[config.mk]
export PLATFORM = sky130hd
export DESIGN_NAME = path_ctl_port
export DESIGN_NICKNAME = d
export VERILOG_FILES = /design/src/rtl/ctlp_pkg.sv /design/src/rtl/ctlp_sync.sv /design/src/rtl/ctlp_shift.sv /design/src/rtl/ctlp_decode.sv /design/src/rtl/path_ctl_port.sv
export SDC_FILE = /design/constraint.sdc
export NUM_CORES = 1
export LEC_CHECK = 0
export CAP_MARGIN = 10
export CELL_PAD_IN_SITES_DETAIL_PLACEMENT = 0
export CELL_PAD_IN_SITES_GLOBAL_PLACEMENT = 1
export CORE_MARGIN = 3
export CORE_UTILIZATION = 41
export DETAILED_ROUTE_END_ITERATION = 10
export GPL_ROUTABILITY_DRIVEN = 1
export PLACE_DENSITY_LB_ADDON = 0.2
export SLEW_MARGIN = 20
export SYNTH_ARGS = -nofsm -noshare
export SYNTH_HDL_FRONTEND = slang
export SYNTH_SLANG_ARGS = --single-unit
[constraint.sdc]
create_clock -name clk -period 1.64 [get_ports clk]
set_input_delay 0.328 -clock clk [delete_from_list [all_inputs] [get_ports clk]]
set_output_delay 0.328 -clock clk [all_outputs]
set_load 0.05 [all_outputs]
[src/rtl/ctlp_pkg.sv]
package ctlp_pkg;
  localparam int CTL_W = 8;
  localparam int ATT_W = 3;
  localparam int TXS_W = 4;
  localparam logic [CTL_W-1:0] CTL_DEFAULT = 8'hA0;

  // Bit positions that the decoder relies on
  localparam int POS_TXA   = 7;
  localparam int POS_TXB   = 6;
  localparam int POS_DRV   = 5;
  localparam int POS_AUX   = 4;
  localparam int POS_SPARE = 3;
  localparam int POS_VOLHI = 2;

  typedef enum logic [TXS_W-1:0] {
    TX_MUTE = 4'b0001,
    TX_IN_A = 4'b0010,
    TX_IN_B = 4'b0100,
    TX_MIX  = 4'b1000
  } tx_sel_e;

  typedef struct packed {
    tx_sel_e          tx_sel;
    logic             drv_en;
    logic             aux_en;
    logic [ATT_W-1:0] atten;
  } path_ctl_t;
endpackage

[src/rtl/ctlp_sync.sv]
module ctlp_sync #(
  parameter int W = 3,
  parameter int STAGES = 2,
  parameter logic [W-1:0] RST_VAL = '0
) (
  input  logic         clk,
  input  logic         rst_n,
  input  logic [W-1:0] d,
  output logic [W-1:0] q
);
  for (genvar g = 0; g < STAGES; g++) begin : g_stage
    logic [W-1:0] q_r;
    if (g == 0) begin : g_first
      always_ff @(posedge clk or negedge rst_n) begin
        if (!rst_n) q_r <= RST_VAL;
        else        q_r <= d;
      end
    end else begin : g_next
      always_ff @(posedge clk or negedge rst_n) begin
        if (!rst_n) q_r <= RST_VAL;
        else        q_r <= g_stage[g-1].q_r;
      end
    end
  end

  assign q = g_stage[STAGES-1].q_r;
endmodule

[src/rtl/ctlp_shift.sv]
module ctlp_shift
  import ctlp_pkg::*;
(
  input  logic             clk,
  input  logic             rst_n,
  input  logic             en_s,
  input  logic             sclk_s,
  input  logic             sdat_s,
  output logic [CTL_W-1:0] ctrl_q,
  output logic             upd_q
);
  logic             en_d;
  logic             sclk_d;
  logic [CTL_W-1:0] shreg;
  logic             en_rise;
  logic             sclk_rise;

  assign en_rise   = en_s & ~en_d;
  assign sclk_rise = sclk_s & ~sclk_d;

  always_ff @(posedge clk or negedge rst_n) begin
    if (!rst_n) begin
      en_d   <= 1'b1;
      sclk_d <= 1'b0;
      shreg  <= CTL_DEFAULT;
      ctrl_q <= CTL_DEFAULT;
      upd_q  <= 1'b0;
    end else begin
      en_d   <= en_s;
      sclk_d <= sclk_s;
      upd_q  <= en_rise;
      if (en_rise) ctrl_q <= shreg;
      if (sclk_rise && !en_s) shreg <= {shreg[CTL_W-2:0], sdat_s};
    end
  end

  AST_SHIFT_ONLY_EN_LOW: assert property (@(posedge clk) disable iff (!rst_n)
    (en_s && en_d) |=> $stable(shreg));

  AST_SHIFT_MSB_FIRST: assert property (@(posedge clk) disable iff (!rst_n)
    (sclk_rise && !en_s) |=> shreg[CTL_W-1:1] == $past(shreg[CTL_W-2:0]));

  AST_NO_SILENT_CHANGE: assert property (@(posedge clk) disable iff (!rst_n)
    !upd_q |-> $stable(ctrl_q));

  AST_UPD_ONE_CYCLE: assert property (@(posedge clk) disable iff (!rst_n)
    upd_q |=> !upd_q);

  AST_DEFAULT_ON_RELEASE: assert property (@(posedge clk) disable iff (!rst_n)
    $rose(rst_n) |-> (ctrl_q == CTL_DEFAULT && shreg == CTL_DEFAULT));
endmodule

[src/rtl/ctlp_decode.sv]
module ctlp_decode
  import ctlp_pkg::*;
(
  input  logic [CTL_W-1:0] ctrl,
  output path_ctl_t        path
);
  logic [1:0] tx_code;
  logic       unused_spare;

  assign tx_code      = {ctrl[POS_TXB], ctrl[POS_TXA]};
  assign unused_spare = ctrl[POS_SPARE];

  always_comb begin
    unique case (tx_code)
      2'b00:   path.tx_sel = TX_MUTE;
      2'b01:   path.tx_sel = TX_IN_A;
      2'b10:   path.tx_sel = TX_IN_B;
      default: path.tx_sel = TX_MIX;
    endcase
    path.drv_en = ctrl[POS_DRV];
    path.aux_en = ctrl[POS_AUX];
    path.atten  = ctrl[POS_VOLHI -: ATT_W];
  end

  always_comb begin
    AST_TXSEL_MATCH_CODE: assert ((path.tx_sel == TX_MUTE) == (ctrl[POS_TXA] == 1'b0 && ctrl[POS_TXB] == 1'b0));
  end
endmodule

[src/rtl/path_ctl_port.sv]
module path_ctl_port
  import ctlp_pkg::*;
#(
  parameter int SYNC_STAGES = 2
) (
  input  logic             clk,
  input  logic             pd_n,
  input  logic             cp_en,
  input  logic             cp_clk,
  input  logic             cp_dat,
  output logic [TXS_W-1:0] tx_sel,
  output logic             drv_en,
  output logic             aux_en,
  output logic [ATT_W-1:0] atten,
  output logic             upd
);
  localparam int PORT_W = 3;
  localparam logic [PORT_W-1:0] PORT_IDLE = 3'b001; // {clk, dat, en}

  logic [PORT_W-1:0] port_s;
  logic [CTL_W-1:0]  ctrl_q;
  path_ctl_t         path;

  ctlp_sync #(.W(PORT_W), .STAGES(SYNC_STAGES), .RST_VAL(PORT_IDLE)) u_sync (
    .clk  (clk),
    .rst_n(pd_n),
    .d    ({cp_clk, cp_dat, cp_en}),
    .q    (port_s)
  );

  ctlp_shift u_shift (
    .clk   (clk),
    .rst_n (pd_n),
    .en_s  (port_s[0]),
    .sclk_s(port_s[2]),
    .sdat_s(port_s[1]),
    .ctrl_q(ctrl_q),
    .upd_q (upd)
  );

  ctlp_decode u_decode (
    .ctrl(ctrl_q),
    .path(path)
  );

  assign tx_sel = path.tx_sel;
  assign drv_en = path.drv_en;
  assign aux_en = path.aux_en;
  assign atten  = path.atten;

  AST_TXSEL_ONE_HOT: assert property (@(posedge clk) disable iff (!pd_n)
    $countones(tx_sel) == 1);

  AST_OUTS_HOLD_NO_UPD: assert property (@(posedge clk) disable iff (!pd_n)
    !upd |-> ($stable(tx_sel) && $stable(drv_en) && $stable(aux_en) && $stable(atten)));
endmodule

==> results of run 1 <==
[worst min path at each step]
stage                                        start                       end  cells after the start
after floorplan                               pd_n         u_shift.ctrl_q[0]                      0
after global placement    u_sync.g_stage[0].q_r[1]               u_sync.q[1]                      0
after detailed placement  u_sync.g_stage[0].q_r[2]               u_sync.q[2]                      0
after CTS                                     pd_n  u_sync.g_stage[0].q_r[2]                      2
after global routing                          pd_n  u_sync.g_stage[0].q_r[2]                      2
final                                         pd_n  u_sync.g_stage[0].q_r[2]                      2
[synthesized netlist by cell type]
library cell,number
sky130_fd_sc_hd__nor3b_4,1
sky130_fd_sc_hd__nor2_1,1
sky130_fd_sc_hd__buf_4,3
sky130_fd_sc_hd__dfstp_2,7
sky130_fd_sc_hd__nor2b_1,3
sky130_fd_sc_hd__mux2_2,15
sky130_fd_sc_hd__and2_1,1
sky130_fd_sc_hd__buf_2,1
sky130_fd_sc_hd__dfrtp_1,17
[what timing repair did]
item | CTS | global route
setup endpoints to repair | 0 | 1
setup buffers | 0 | 0
gates resized for setup | 0 | 1
[cell families (layout without fill, tap and decap cells)]
logic type,Yosys count,after routing,synth area share
simple gates,6,6,0.0557
mux,15,15,0.198
flops,24,24,0.714
buf+inv,4,20,0.0323
[power by group through the flow]
stage / logic [W] / clock network, W / registers, W
after floorplan: 0.000471 / 0 / 0.000959
after CTS: 0.000862 / 0.000269 / 0.000903
after global routing: 0.000888 / 0.000300 / 0.000927
after detailed placement: 0.000861 / 0 / 0.000914
after global placement: 0.000846 / 0 / 0.000907
final: 0.000852 / 0.000256 / 0.000901
[per-stage QoR]
stage          std cells   util  power (W)  cell area (sq um)  hold slack (ns)
2_1_floorplan         49      -    0.00143                853           0.0324
3_3_place_gp          86  0.571    0.00175               1050            0.336
3_5_place_dp          86  0.571    0.00178               1050            0.336
4_1_cts               90  0.585    0.00203               1080            0.350
5_1_grt               90  0.586    0.00211               1080            0.353
6_report              90  0.586    0.00201               1080            0.352
[final cells by class]
class,instances,share of cell area
Timing Repair Buffer,16,0.179
Clock buffer,4,0.0244
Tap cell,25,0.0290
Sequential cell,24,0.565
Multi-Input combinational cell,21,0.203
[metal layers]
metal,track usage,vias to the layer above,routed length (microns)
li1,-,192,-
met3,0.0344,2,73
met4,0.0655,0,22
met2,0.161,17,529
met5,0,-,0
met1,0.130,205,531
[sequential cells by signal, indices dropped and copies added, names as in the netlist]
name	flops
u_shift.ctrl_q	7
u_shift.en_d	1
u_shift.sclk_d	1
u_shift.shreg	8
u_shift.upd_q	1
u_sync.g_stage.q_r	3
u_sync.q	3
==> out/metrics.sh, run 1 <==
NUM-FILL-CELLS=158
CTS.CLK_SLEW.WORST_PATHS_NS=0.12
WORST_CLOCK_SKEW_NS=0.00451
GRT_OVERFLOW=0
NET-SWITCHING-POWER_W=0.000738
FINAL.SETUP.TNS_NS=0
SETUP_SLACK_NS=0.105
CRITICAL_PATH_PEAK_FANOUT=5
PLACE.PORT_BUFFERS=14
TRITONCTS='built'
POWER.COMBINATIONAL.FRACTION=0.424
VIAS_PER_STD_CELL=4.62
YS_TYPES=9
NUM-NETS-FINAL=71
IO_PINS=15
PLACE.GP.CONGESTION=0.683
CLK_LATENCY_NS=0.30
NUM_ROWS=15
MAX_FREQ_MHz=652
CTS-ROOT-TO-SINK-BUFFERS=2
SETUP_VIOL=0
WORST-ENDPOINT-REQUIRED_NS=1.31
NUMCLOCKSINKS=24
CTS.ROOT.BUFFER_CELL='sky130_fd_sc_hd__clkbuf_4'
WIRELENGTH_MICRONS=1160
ARRIVAL_NS=1.21
POWER_FRAC_SEQ=0.449
DETAILEDPLACE.WORSTSLACK_NS=0.316
STATUS='finished clean'
WORST-PATH-BUF-INV=1
SEQUENCE_OF_CELLS_ON_THE_CRITICAL_PATH='nor2b_2 > buf_12'
TRITONROUTE_PASS_1_ITERS=2
AREA_DELTA_SYNTH_FINAL_PCT=26.4
RR_ENDPOINT='u_shift.ctrl_q[4]'
DRCVIOLATIONCOUNT=0
LARGEST_NET_DEGREE_AT_THE_START_OF_GLOBAL_ROUTING=25
CTSHOLDBUFFERS=0
TRITONCTS.NUM_BUFFERS=3
POSTSYNTHREGISTERBITS=24
FINAL-SEQ-AREA_SQ_UM=609
DETAILROUTE.VIA_COUNT=416
SYNTH_SEQUENTIAL_AREA_RATIO=0.714
CP-STARTPOINT='u_shift.ctrl_q[7]'
WORST_PATH_MAX_DELAY_CELL='sky130_fd_sc_hd__dfstp_2'
ANTENNA_VIOLATING_NETS_POST_ROUTE=0
WORST-PATH-STAGES=2
IR_WORST_VDD_uV=972
P_INT_W=0.00127
SYN-CELL-AREA_SQ_UM=853
TIMING.REG2REG.SETUP_SLACK_NS=0.31
DESIGN.CORE.AREA_SQ_UM=1840
CRITICAL_PATH.REG2REG.STARTPOINT='u_sync.q[0]'
HPWLAFTERDP_MICRONS=843
DRTITER0DRC=3
SHORTEST_CLOCK_PERIOD_THE_WORST_PATH_ALLOWS_AFTER_LAYOUT_NS=1.53
TIMING.REG2REG.WORST_PATH_DEPTH=3
SHARE_CLK_OF_TOTAL_POWER=0.127
SYNTH_WARNINGS=0
TIMING.CRITICAL_PATH.TO_TYPE='output port'
FINAL.PERIOD_UTILIZATION=0.936
CP_SLOWEST_STAGE_DELAY_NS=0.57
ROUTED_WL_PER_CELL_MICRONS=12.8
DRIVE_GT1_FRAC=0.600
SYNTHESIS.NETS=54
RSZ0062_AT_GRT='false'
POWER_PER_CELL_AREA_nW_PER_UM2=1860
INITIAL_CORE_UTIL=0.464
SYNTH_AREA_LEADERS='sky130_fd_sc_hd__dfrtp_1 50%, sky130_fd_sc_hd__dfstp_2 22%, sky130_fd_sc_hd__mux2_2 20%, sky130_fd_sc_hd__buf_4 2.6%, sky130_fd_sc_hd__nor2b_1 2.2%'
TIMING.MAX_CAP.VIOLATIONS=0
WORSTSETUPENDPOINT='tx_sel[1]'
ANTENNA_FOUND_INITIAL=0
FP.DIEAREA_SQ_UM=2660
LEAKAGE_POWER_OF_THE_DESIGN_nW=0.473
P_SW_FRAC=0.367
SYNTHESIS.AREA_PER_INSTANCE_SQ_UM=17.4
MIN-DELAY-PATH-CLASS='in -> async'
CRITICAL-PATH-TOP-DELAY-FAMILY='flip-flops'
GRT_PASS1_VIAS=424
POSTSYNTHCELLCOUNT=49
CRITICAL_PATH.STARTPOINT_TYPE='flip-flop'
FINAL_CELL_MIX='17 x sky130_fd_sc_hd__dfrtp_1, 15 x sky130_fd_sc_hd__mux2_2, 7 x sky130_fd_sc_hd__buf_4, 7 x sky130_fd_sc_hd__dfstp_2, 5 x sky130_fd_sc_hd__buf_12'
TIGHTESTPINTRANSITION_NS=0.444
CRIT_TYPE='reg -> out'
SYNTH_TOP_CELL_BY_AREA='sky130_fd_sc_hd__dfrtp_1'
GRT_PASS1_WL_MICRONS=1980
FINAL_COMMON_CELL='sky130_fd_sc_hd__dfrtp_1'
FLOORPLAN.DIE.HEIGHT_MICRONS=51.6
FINALHOLDVIOLATIONS=0
FP.DIEW_MICRONS=51.6
H_TREE_LEVEL_COUNT=1
FINAL_MAX_SLEW_VIOL_COUNT=0
ANTENNA_CELLS=0
POST-SYNTH-TOP-AREA-FRACTION=0.499
SLEW_HEADROOM=0.704
GLOBAL_ROUTE.USAGE.TOTAL=0.106
MULTIINPUTGATEAREA_SQ_UM=219
(Power assumes the default switching activity.)
==> run 2, diff against run 1 <==
HOLD_SLACK_MARGIN = 0.03   (was not set)
SLEW_MARGIN = not set   (was 20)
==> results of run 2 <==
Final layout, timing and power as in run 1 (identical DEF).
==> run 3, diff against run 2 <==
GPL_ROUTABILITY_DRIVEN = 0   (was 1)
==> results of run 3 <==
Final layout, timing and power as in run 1 (identical DEF).
